### src/rtl/evsrc_pkg.sv
package evsrc_pkg;

  localparam logic [1:0] OP_READ = 2'd0;
  localparam logic [1:0] OP_EOI  = 2'd1;
  localparam logic [1:0] OP_SET  = 2'd2;
  localparam logic [1:0] OP_CFG  = 2'd3;

  localparam logic [1:0] PQ_READY  = 2'b00;
  localparam logic [1:0] PQ_OFF    = 2'b01;
  localparam logic [1:0] PQ_PEND   = 2'b10;
  localparam logic [1:0] PQ_QUEUED = 2'b11;

  typedef struct packed {
    logic [1:0] pq;
    logic       fire;
  } step_t;

  // Effect of a trigger on one source state
  function automatic step_t trig_step(input logic [1:0] pq);
    step_t r;
    r.fire = 1'b0;
    r.pq   = pq;
    unique case (pq)
      PQ_READY:  begin r.pq = PQ_PEND; r.fire = 1'b1; end
      PQ_PEND,
      PQ_QUEUED: r.pq = PQ_QUEUED;
      default:   r.pq = PQ_OFF;
    endcase
    return r;
  endfunction

  // Effect of a register access on one source state
  function automatic step_t acc_step(input logic [1:0] pq, input logic [1:0] op,
                                     input logic [1:0] wpq);
    step_t r;
    r.fire = 1'b0;
    r.pq   = pq;
    unique case (op)
      OP_EOI: begin
        if (pq == PQ_QUEUED) begin
          r.pq   = PQ_PEND;
          r.fire = 1'b1;
        end else if (pq == PQ_PEND) begin
          r.pq = PQ_READY;
        end
      end
      OP_SET:  r.pq = wpq;
      default: r.pq = pq;
    endcase
    return r;
  endfunction

endpackage

### src/rtl/evsrc_cell.sv
module evsrc_cell
  import evsrc_pkg::*;
(
  input  logic       clk,
  input  logic       rst_n,
  input  logic       acc_hit,
  input  logic [1:0] acc_op,
  input  logic [3:0] acc_wdata,
  input  logic       trig_hit,
  output logic [1:0] pq_o,
  output logic       mask_o,
  output logic       type_o,
  output logic       trig_fire_o,
  output logic       eoi_fire_o
);

  logic [1:0] pq_q;
  logic       mask_q;
  logic       type_q;
  step_t      acc_r;
  step_t      trig_r;
  logic       cfg_wr;

  always_comb begin
    acc_r.pq   = pq_q;
    acc_r.fire = 1'b0;
    if (acc_hit) acc_r = acc_step(pq_q, acc_op, acc_wdata[1:0]);
    trig_r.pq   = acc_r.pq;
    trig_r.fire = 1'b0;
    if (trig_hit) trig_r = trig_step(acc_r.pq);
  end

  assign cfg_wr      = acc_hit && (acc_op == OP_CFG);
  assign trig_fire_o = trig_r.fire & ~mask_q;
  assign eoi_fire_o  = acc_r.fire & ~mask_q;
  assign pq_o        = pq_q;
  assign mask_o      = mask_q;
  assign type_o      = type_q;

  always_ff @(posedge clk) begin
    if (!rst_n) begin
      pq_q   <= PQ_OFF;
      mask_q <= 1'b1;
      type_q <= 1'b0;
    end else begin
      pq_q <= trig_r.pq;
      if (cfg_wr) begin
        mask_q <= acc_wdata[2];
        type_q <= acc_wdata[3];
      end
    end
  end


  ready_arm_chk: assert property (@(posedge clk) disable iff (!rst_n)
    (trig_hit && !acc_hit && pq_q == PQ_READY) |=> (pq_q == PQ_PEND));


  coalesce_chk: assert property (@(posedge clk) disable iff (!rst_n)
    (trig_hit && !acc_hit && pq_q[1]) |=> (pq_q == PQ_QUEUED));


  off_hold_chk: assert property (@(posedge clk) disable iff (!rst_n)
    (trig_hit && !acc_hit && pq_q == PQ_OFF) |=> (pq_q == PQ_OFF));


  eoi_requeue_chk: assert property (@(posedge clk) disable iff (!rst_n)
    (acc_hit && acc_op == OP_EOI && !trig_hit && pq_q == PQ_QUEUED) |=> (pq_q == PQ_PEND));


  masked_quiet_chk: assert property (@(posedge clk) disable iff (!rst_n)
    mask_q |-> (!trig_fire_o && !eoi_fire_o));

endmodule

### src/rtl/evsrc_pipe.sv
module evsrc_pipe #(
  parameter int W = 4
) (
  input  logic         clk,
  input  logic         rst_n,
  input  logic         vld_i,
  input  logic [W-1:0] dat_i,
  output logic         vld_o,
  output logic [W-1:0] dat_o
);

  always_ff @(posedge clk) begin
    if (!rst_n) begin
      vld_o <= 1'b0;
      dat_o <= '0;
    end else begin
      vld_o <= vld_i;
      if (vld_i) dat_o <= dat_i;
    end
  end

endmodule

### src/rtl/evsrc_gate.sv
module evsrc_gate
  import evsrc_pkg::*;
#(
  parameter int N_SRC = 64,
  localparam int IW   = (N_SRC > 1) ? $clog2(N_SRC) : 1
) (
  input  logic          clk,
  input  logic          rst_n,
  input  logic          trig_vld,
  input  logic [IW-1:0] trig_src,
  input  logic          acc_vld,
  input  logic [1:0]    acc_op,
  input  logic [IW-1:0] acc_src,
  input  logic [3:0]    acc_wdata,
  output logic          rd_vld,
  output logic [3:0]    rd_data,
  output logic          trig_fwd_vld,
  output logic [IW-1:0] trig_fwd_src,
  output logic          eoi_fwd_vld,
  output logic [IW-1:0] eoi_fwd_src
);

  logic [N_SRC-1:0] trig_fire_vec;
  logic [N_SRC-1:0] eoi_fire_vec;
  logic [1:0]       pq_arr   [N_SRC];
  logic [N_SRC-1:0] mask_vec;
  logic [N_SRC-1:0] type_vec;
  logic [3:0]       rd_next;

  for (genvar i = 0; i < N_SRC; i++) begin : g_src
    evsrc_cell u_cell (
      .clk        (clk),
      .rst_n      (rst_n),
      .acc_hit    (acc_vld && (acc_src == IW'(i))),
      .acc_op     (acc_op),
      .acc_wdata  (acc_wdata),
      .trig_hit   (trig_vld && (trig_src == IW'(i))),
      .pq_o       (pq_arr[i]),
      .mask_o     (mask_vec[i]),
      .type_o     (type_vec[i]),
      .trig_fire_o(trig_fire_vec[i]),
      .eoi_fire_o (eoi_fire_vec[i])
    );
  end

  assign rd_next = {type_vec[acc_src], mask_vec[acc_src], pq_arr[acc_src]};

  evsrc_pipe #(.W(4)) u_rd (
    .clk(clk), .rst_n(rst_n), .vld_i(acc_vld), .dat_i(rd_next),
    .vld_o(rd_vld), .dat_o(rd_data)
  );

  evsrc_pipe #(.W(IW)) u_trig_lane (
    .clk(clk), .rst_n(rst_n), .vld_i(|trig_fire_vec), .dat_i(trig_src),
    .vld_o(trig_fwd_vld), .dat_o(trig_fwd_src)
  );

  evsrc_pipe #(.W(IW)) u_eoi_lane (
    .clk(clk), .rst_n(rst_n), .vld_i(|eoi_fire_vec), .dat_i(acc_src),
    .vld_o(eoi_fwd_vld), .dat_o(eoi_fwd_src)
  );


  one_fire_per_lane_chk: assert property (@(posedge clk) disable iff (!rst_n)
    ($onehot0(trig_fire_vec) && $onehot0(eoi_fire_vec)));


  trig_fwd_src_chk: assert property (@(posedge clk) disable iff (!rst_n)
    (|trig_fire_vec) |=> (trig_fwd_vld && trig_fwd_src == $past(trig_src)));


  eoi_fwd_src_chk: assert property (@(posedge clk) disable iff (!rst_n)
    (|eoi_fire_vec) |=> (eoi_fwd_vld && eoi_fwd_src == $past(acc_src)));


  eoi_only_on_eoi_chk: assert property (@(posedge clk) disable iff (!rst_n)
    (acc_op != OP_EOI || !acc_vld) |=> !eoi_fwd_vld);


  rd_follow_chk: assert property (@(posedge clk) disable iff (!rst_n)
    acc_vld |=> rd_vld);

endmodule

### config.mk
export PLATFORM = sky130hd
export DESIGN_NAME = evsrc_gate
export DESIGN_NICKNAME = d
export VERILOG_FILES = /design/src/rtl/evsrc_pkg.sv /design/src/rtl/evsrc_cell.sv /design/src/rtl/evsrc_pipe.sv /design/src/rtl/evsrc_gate.sv
export SDC_FILE = /design/constraint.sdc
export NUM_CORES = 1
export LEC_CHECK = 0
export BUFFER_PORTS_ARGS = -buffer_cell sky130_fd_sc_hd__buf_2
export CAP_MARGIN = 20
export CORE_ASPECT_RATIO = 0.9
export CORE_UTILIZATION = 30
export CTS_CLUSTER_DIAMETER = 200
export DETAILED_ROUTE_END_ITERATION = 12
export PLACE_DENSITY_LB_ADDON = 0.2
export SYNTH_ARGS = -nofsm -noshare
export SYNTH_HDL_FRONTEND = slang
export SYNTH_HIERARCHICAL = 1
export SYNTH_SLANG_ARGS = --single-unit
### constraint.sdc
create_clock -name clk -period 11 [get_ports clk]
set_input_delay 3.3 -clock clk [delete_from_list [all_inputs] [get_ports clk]]
set_output_delay 3.3 -clock clk [all_outputs]
set_load 0.03 [all_outputs]
==> out/metrics.csv, run 1 <==
metric;value;unit
Antenna Diode Count;0;
maximum clock path buffer count;3;
Mapped Cells;2418;
combinational share of power;10.9;%
Post-Syn Area;19400;um2
pre-CTS setup slack;2.90;ns
ANT nets after route;0;
most common cell after layout, fill and taps aside;nand2_1;
Fmax;133;MHz
net count after synthesis;2632;
Leak;8.27;nW
YS warnings;6;
number of flops mapped to enable cells by yosys;0;
Yosys cell types;29;
Primary FF master, synth;dfxtp_1;
Hold Worst Slack;0.460;ns
Layout Nets;2694;
die area;65600;um2
share of async-settable or async-resettable flops after synthesis;0;%
final wirelength;74.2;mm
IO Port Bufs;40;
Worst EP arrival;7.97;ns
CP Data Required Time;11.44;ns
Initial Util;30.3;%
width of the die;270;um
worst setup path class;input pin to flip-flop;
CP endpoint kind;flip-flop;
number of global-route vias before repair;17863;
Final Hold Viols;0;
cell type of the slowest stage on the worst timing path;or4_1;
top-level I/O count;41;
Placer Congestion;0.927;
dominant cells by area after synthesis;dfxtp_1 (28%), ha_1 (12%), nand2_1 (9.1%);
Crit path max-delay family;simple AND/OR/NAND/NOR gates;
layout cells sized above 1;9.92;%
wire length per cell;22.1;um
Final Slew Violations;0;
Max-Cap Viols;0;
most frequent cells in the layout;nand2_1 (470), inv_1 (320), dfxtp_1 (275);
core area;64000;um2
Die Height;243;um
router iterations before antenna repair;5;
Area Growth Syn to Fin;12.3;%
Cell Int Power;1.73;mW
worst-skew pair later-pin latency;0.56;ns
PostCTS Resize Cnt;0;
Slew HR;27.8;%
most area-hungry cell type in the Yosys netlist;dfxtp_1;
fillers;6666;
CTS tree;built;
cts hold-fix bufs;0;
status;completed;
pin slew with the least headroom to its limit;1.08;ns
RSZ-0062 raised after global routing;false;
Rows;88;
switching share of power;27.7;%
Fin Setup TNS;0;ns
DRT iter0 DRCs;1844;
HPWL Detailed;51.1;mm
Min Clock Period, post-route;7.53;ns
Yosys top cell area share;28.4;%
buffer count from post-CTS setup fixing;0;
Clock Sinks;275;
Core Util, Final;34.0;%
DR vias;18799;
CP startpoint kind;input pin;
CP Buf/Inv Count;2;
Power Density;110;nW/um2
GRT Util Overall;22.1;%
Total Power;2.40;mW
DRC viols;0;
post-route setup slack;3.47;ns
Final Setup Violations;0;
crit-path max FO;45;
TritonCTS buffer count;34;
Via density;5.60;
initial antenna violation count;1;
Clock power frac;47.4;%
reg-to-reg slack, setup;7.90;ns
class of the worst hold path;flip-flop to flip-flop;
post-synthesis sequential area ratio;28.4;%
Sw Pwr;0.666;mW
worst-path cell chain;buf_4 -> buf_4 -> nand3_1 -> nor2_1 -> and2b_2 -> a32o_1 -> nor4_1 -> nor4_1 -> nand4_1 -> or4_1 -> mux2i_1 -> nor2b_1;
Yosys reg bits;275;
gr ovfl total;0;
Fin Clk Skew;0.0240;ns
worst vdd ir;0.0000840;V
CP peak stage delay;0.83;ns
clock slew at reported path FFs;0.06;ns
first-pass GRT wire length;111;mm
register share of total power;41.7;%
CTS H-tree depth;2;
crit share post-route;68.5;%
syn_area_per_cell;8.02;um2
Root Buffer;clkbuf_16;
largest net degree at the start of global routing;199;
worst reg2reg max path, delay by kind of cell (launching register included):
family             cells  cell delay, ns
AOI/OAI and AO/OA      1            0.19
DFF                    1            0.37
muxes                  1            0.27
and+or+nand+nor        7            2.18
cell usage after synthesis, drive strengths merged, types with 10 or more instances:
master and n:
buf 10, mux2i 16, a211o 64, a32o 128, nor3 64, o2bb2ai 64, o21ai 64, a21oi 80
ha 192, inv 320, mux4 64, nor2 132, clkbuf 27, nor2b 24, and2b 64, nand2 470
dfxtp 275, nor4 96, nand3 204, a22oi 32
final timing paths:
kind,from,cells past startpoint,endpoint
hold reg to reg,g_src[30].u_cell/type_o$_SDFFE_PN0P_,2,g_src[30].u_cell/type_o$_SDFFE_PN0P_
setup reg to reg,g_src[11].u_cell/pq_o[0]$_SDFF_PN1_,9,u_trig_lane/dat_o[4]$_SDFFE_PN0P_
hold / removal,g_src[30].u_cell/type_o$_SDFFE_PN0P_,2,g_src[30].u_cell/type_o$_SDFFE_PN0P_
setup / recovery,acc_src[0],12,u_trig_lane/dat_o[4]$_SDFFE_PN0P_
routing by layer:
layer | track usage, % | share of wire, %
met1 | 31.0 | 46
met2 | 34.0 | 43
met3 | 3.74 | 7.6
met4 | 7.82 | 3.3
met5 | 0 | 0
registers in the layout, indices dropped and copies added, names as in the netlist:
register,count
g_src.u_cell/pq_o,128
u_trig_lane/vld_o,1
u_eoi_lane/vld_o,1
g_src.u_cell/mask_o,64
u_rd/dat_o,4
u_eoi_lane/dat_o,6
g_src.u_cell/type_o,64
u_trig_lane/dat_o,6
u_rd/vld_o,1
layout make-up:
class / count / area, um2 / area share (%)
tap: 855 / 1070 / 4.91
inverter: 320 / 1200 / 5.52
clock inverter: 6 / 61.3 / 0.282
multi-input combinational: 1786 / 12500 / 57.3
clock buffer: 50 / 1020 / 4.69
sequential: 275 / 5510 / 25.3
timing repair buffer: 63 / 437 / 2.01
metrics by stage:
| stage | cells | instance area [um2] |
|---|---|---|
| detailed placement | 3299 | 20700 |
| CTS | 3355 | 21800 |
| global placement | 3299 | 20700 |
| global route | 3355 | 21800 |
| finish | 3355 | 21800 |
| floorplan | 2418 | 19400 |
power groups by stage:
| stage | Clock (mW) | Sequential, mW | Combinational [mW] |
|---|---|---|---|
| 3_5_place_dp | 0 | 1.02 | 0.257 |
| 6_report | 1.14 | 1.00 | 0.261 |
| 4_1_cts | 1.16 | 1.00 | 0.258 |
| 5_1_grt | 1.20 | 1.00 | 0.285 |
| 2_1_floorplan | 0 | 1.02 | 0.124 |
| 3_3_place_gp | 0 | 1.02 | 0.251 |
kinds of logic (layout without fill, tap and decap cells):
kind of cell,Yosys count,in the layout,synth area share (%)
compound gates,432,432,17.3
buf+inv,357,439,7.24
mux,80,80,8.26
fa+ha+maj,192,192,12.4
simple gates,1082,1082,26.4
flops,275,275,28.4
(Power assumes the default switching activity.)
==> run 2, diff against run 1 <==
==> constraint.sdc (replaced) <==
create_clock -name clk -period 6.78 [get_ports clk]
set_input_delay 2.034 -clock clk [delete_from_list [all_inputs] [get_ports clk]]
set_output_delay 2.034 -clock clk [all_outputs]
set_load 0.03 [all_outputs]
==> run 2 against run 1 <==
Against the previous run: cell count increased by 1.2%; critical endpoint unchanged; combinational power increased by 66%; final area increased by 2.0%; largest cell class unchanged; highest routed layer is now met5.
==> out/metrics.csv, run 2 (synthesis gave the netlist of run 1 again) <==
metric;value;unit;change
status;completed;;unchanged
CP Buf/Inv Count;2;;unchanged
Final Hold Viols;0;;unchanged
RSZ-0062 raised after global routing;false;;unchanged
Fin Clk Skew;0.0282;ns;was 0.0240 ns
CP peak stage delay;0.66;ns;was 0.83 ns
ANT nets after route;0;;unchanged
Hold Worst Slack;0.456;ns;was 0.460 ns
DRT iter0 DRCs;1895;;was 1,844
Rows;88;;unchanged
CTS tree;built;;unchanged
Via density;5.62;;was 5.60
buffer count from post-CTS setup fixing;0;;unchanged
IO Port Bufs;40;;unchanged
Clock Sinks;275;;unchanged
Layout Nets;2728;;was 2,694
worst-path cell chain;buf_2 -> nor2b_2 -> nand2_1 -> nor2_1 -> and2b_2 -> a32o_1 -> nor4_1 -> nor4_1 -> nand4_1 -> or4_1 -> buf_4 -> mux2i_1 -> nor2b_1;;was buf_4 -> buf_4 -> nand3_1 -> nor2_1 -> and2b_2 -> a32o_1 -> nor4_1 -> nor4_1 -> nand4_1 -> or4_1 -> mux2i_1 -> nor2b_1
TritonCTS buffer count;36;;was 34
Placer Congestion;0.931;;was 0.927
cts hold-fix bufs;0;;unchanged
clock slew at reported path FFs;0.06;ns;about the same
CTS H-tree depth;2;;unchanged
class of the worst hold path;flip-flop to flip-flop;;unchanged
Fin Setup TNS;0;ns;unchanged
core area;64000;um2;unchanged
largest net degree at the start of global routing;114;;was 199
most common cell after layout, fill and taps aside;nand2_1;;unchanged
crit share post-route;85.2;%;
Final Setup Violations;0;;unchanged
fillers;6653;;was 6,666
Fmax;173;MHz;
Antenna Diode Count;0;;unchanged
Max-Cap Viols;0;;unchanged
Final Slew Violations;0;;unchanged
pin slew with the least headroom to its limit;1.09;ns;was 1.08 ns
CP Data Required Time;7.24;ns;was 11.44 ns
final wirelength;75.4;mm;was 74.2 mm
Initial Util;30.3;%;unchanged
Die Height;243;um;unchanged
cell type of the slowest stage on the worst timing path;or4_1;;unchanged
router iterations before antenna repair;6;;was 5
most used cell, CP;nor4_1;;
top-level I/O count;41;;unchanged
PostCTS Resize Cnt;0;;unchanged
worst setup path class;input pin to flip-flop;;unchanged
die area;65600;um2;unchanged
Min Clock Period, post-route;5.78;ns;
DR vias;19077;;was 18,799
number of global-route vias before repair;17959;;was 17,863
wire length per cell;22.2;um;was 22.1 um
Crit path max-delay family;simple AND/OR/NAND/NOR gates;;unchanged
maximum clock path buffer count;3;;unchanged
GRT Util Overall;22.4;%;was 22.1%
worst vdd ir;0.000141;V;was 0.0000840 V
Power Density;182;nW/um2;was 110 nW/um2
gr ovfl total;0;;unchanged
Worst EP arrival;6.23;ns;was 7.97 ns
DRC viols;0;;unchanged
most frequent cells in the layout;nand2_1 (470), inv_1 (320), dfxtp_1 (275);;unchanged
worst-skew pair later-pin latency;0.57;ns;was 0.56 ns
width of the die;270;um;unchanged
Leak;8.52;nW;was 8.27 nW
first-pass GRT wire length;113;mm;was 111 mm
HPWL Detailed;54.2;mm;was 51.1 mm
Area Growth Syn to Fin;14.5;%;was 12.3%
max reg flops;128;;unchanged
CP startpoint kind;input pin;;unchanged
initial antenna violation count;7;;was 1
Root Buffer;clkbuf_16;;unchanged
crit-path max FO;13;;was 45
layout cells sized above 1;11.4;%;was 9.92%
Slew HR;27.0;%;was 27.8%
CP endpoint kind;flip-flop;;unchanged
[run 2: cell types whose count changed in the layout (fill, tap and decap cells not counted)]
cell        change
buf_12          +6
buf_4          +26
bufinv_16       +1
clkbuf_1        -1
clkbuf_16       +2
clkinv_2        +6
clkinvlp_4      -1
inv_6           +1
nor4_1          -1
nor4_2          +1
[run 2: area by class of cell]
type                            count  area, um2  area share [%]
Clock buffer                       51       1070            4.81
Clock inverter                     13        123           0.552
Inverter                          320       1200            5.41
Multi-Input combinational cell   1786      12500            56.2
Sequential cell                   275       5510            24.8
Tap cell                          855       1070            4.82
Timing Repair Buffer               95        752            3.39
[run 2: worst paths after layout]
kind / slack, ns / cells past startpoint / start / endpoint
max: 1.00 / 13 / acc_src[2] / u_trig_lane/dat_o[4]$_SDFFE_PN0P_
min: 0.46 / 2 / g_src[11].u_cell/type_o$_SDFFE_PN0P_ / g_src[11].u_cell/type_o$_SDFFE_PN0P_
max reg2reg: 3.83 / 9 / g_src[6].u_cell/pq_o[1]$_SDFF_PN0_ / u_trig_lane/dat_o[4]$_SDFFE_PN0P_
min reg2reg: 0.46 / 2 / g_src[11].u_cell/type_o$_SDFFE_PN0P_ / g_src[11].u_cell/type_o$_SDFFE_PN0P_
[run 2: report_power, final]
part | total [mW] | internal, mW | switching, mW
Clock | 1.99 | 1.17 | 0.818
Sequential | 1.63 | 1.62 | 0.00610
Combinational | 0.433 | 0.129 | 0.305
Total | 4.05 | 2.92 | 1.13
[run 2: worst register-to-register path, cell delays in order (launching register included)]
cell     delay [ns]
dfxtp_1        0.34
o21ai_0        0.18
a32o_1         0.20
nor4_1         0.07
nor4_1         0.56
nand4_1        0.41
or4_1          0.66
buf_4          0.20
mux2i_1        0.18
nor2b_1        0.06
[run 2: per-layer routing]
| metal | vias up | routed length [um] | track usage (%) |
|---|---|---|---|
| li1 | 8843 | - | - |
| met1 | 9291 | 33700 | 31.3 |
| met2 | 821 | 33000 | 34.7 |
| met3 | 120 | 6220 | 3.37 |
| met4 | 2 | 2520 | 8.00 |
| met5 | - | 13 | 0 |
[run 2: stage by stage]
stage	setup slack [ns]	instances	instance area (um2)	utilization [%]	total power, mW
finish	1.00	3395	22200	34.7	4.05
global route	0.949	3395	22200	34.7	4.19
CTS	1.18	3395	22200	34.7	4.08
detailed placement	0.592	3331	21000	32.8	2.09
global placement	0.589	3331	21000	32.8	2.08
floorplan	1.86	2418	19400	-	1.86
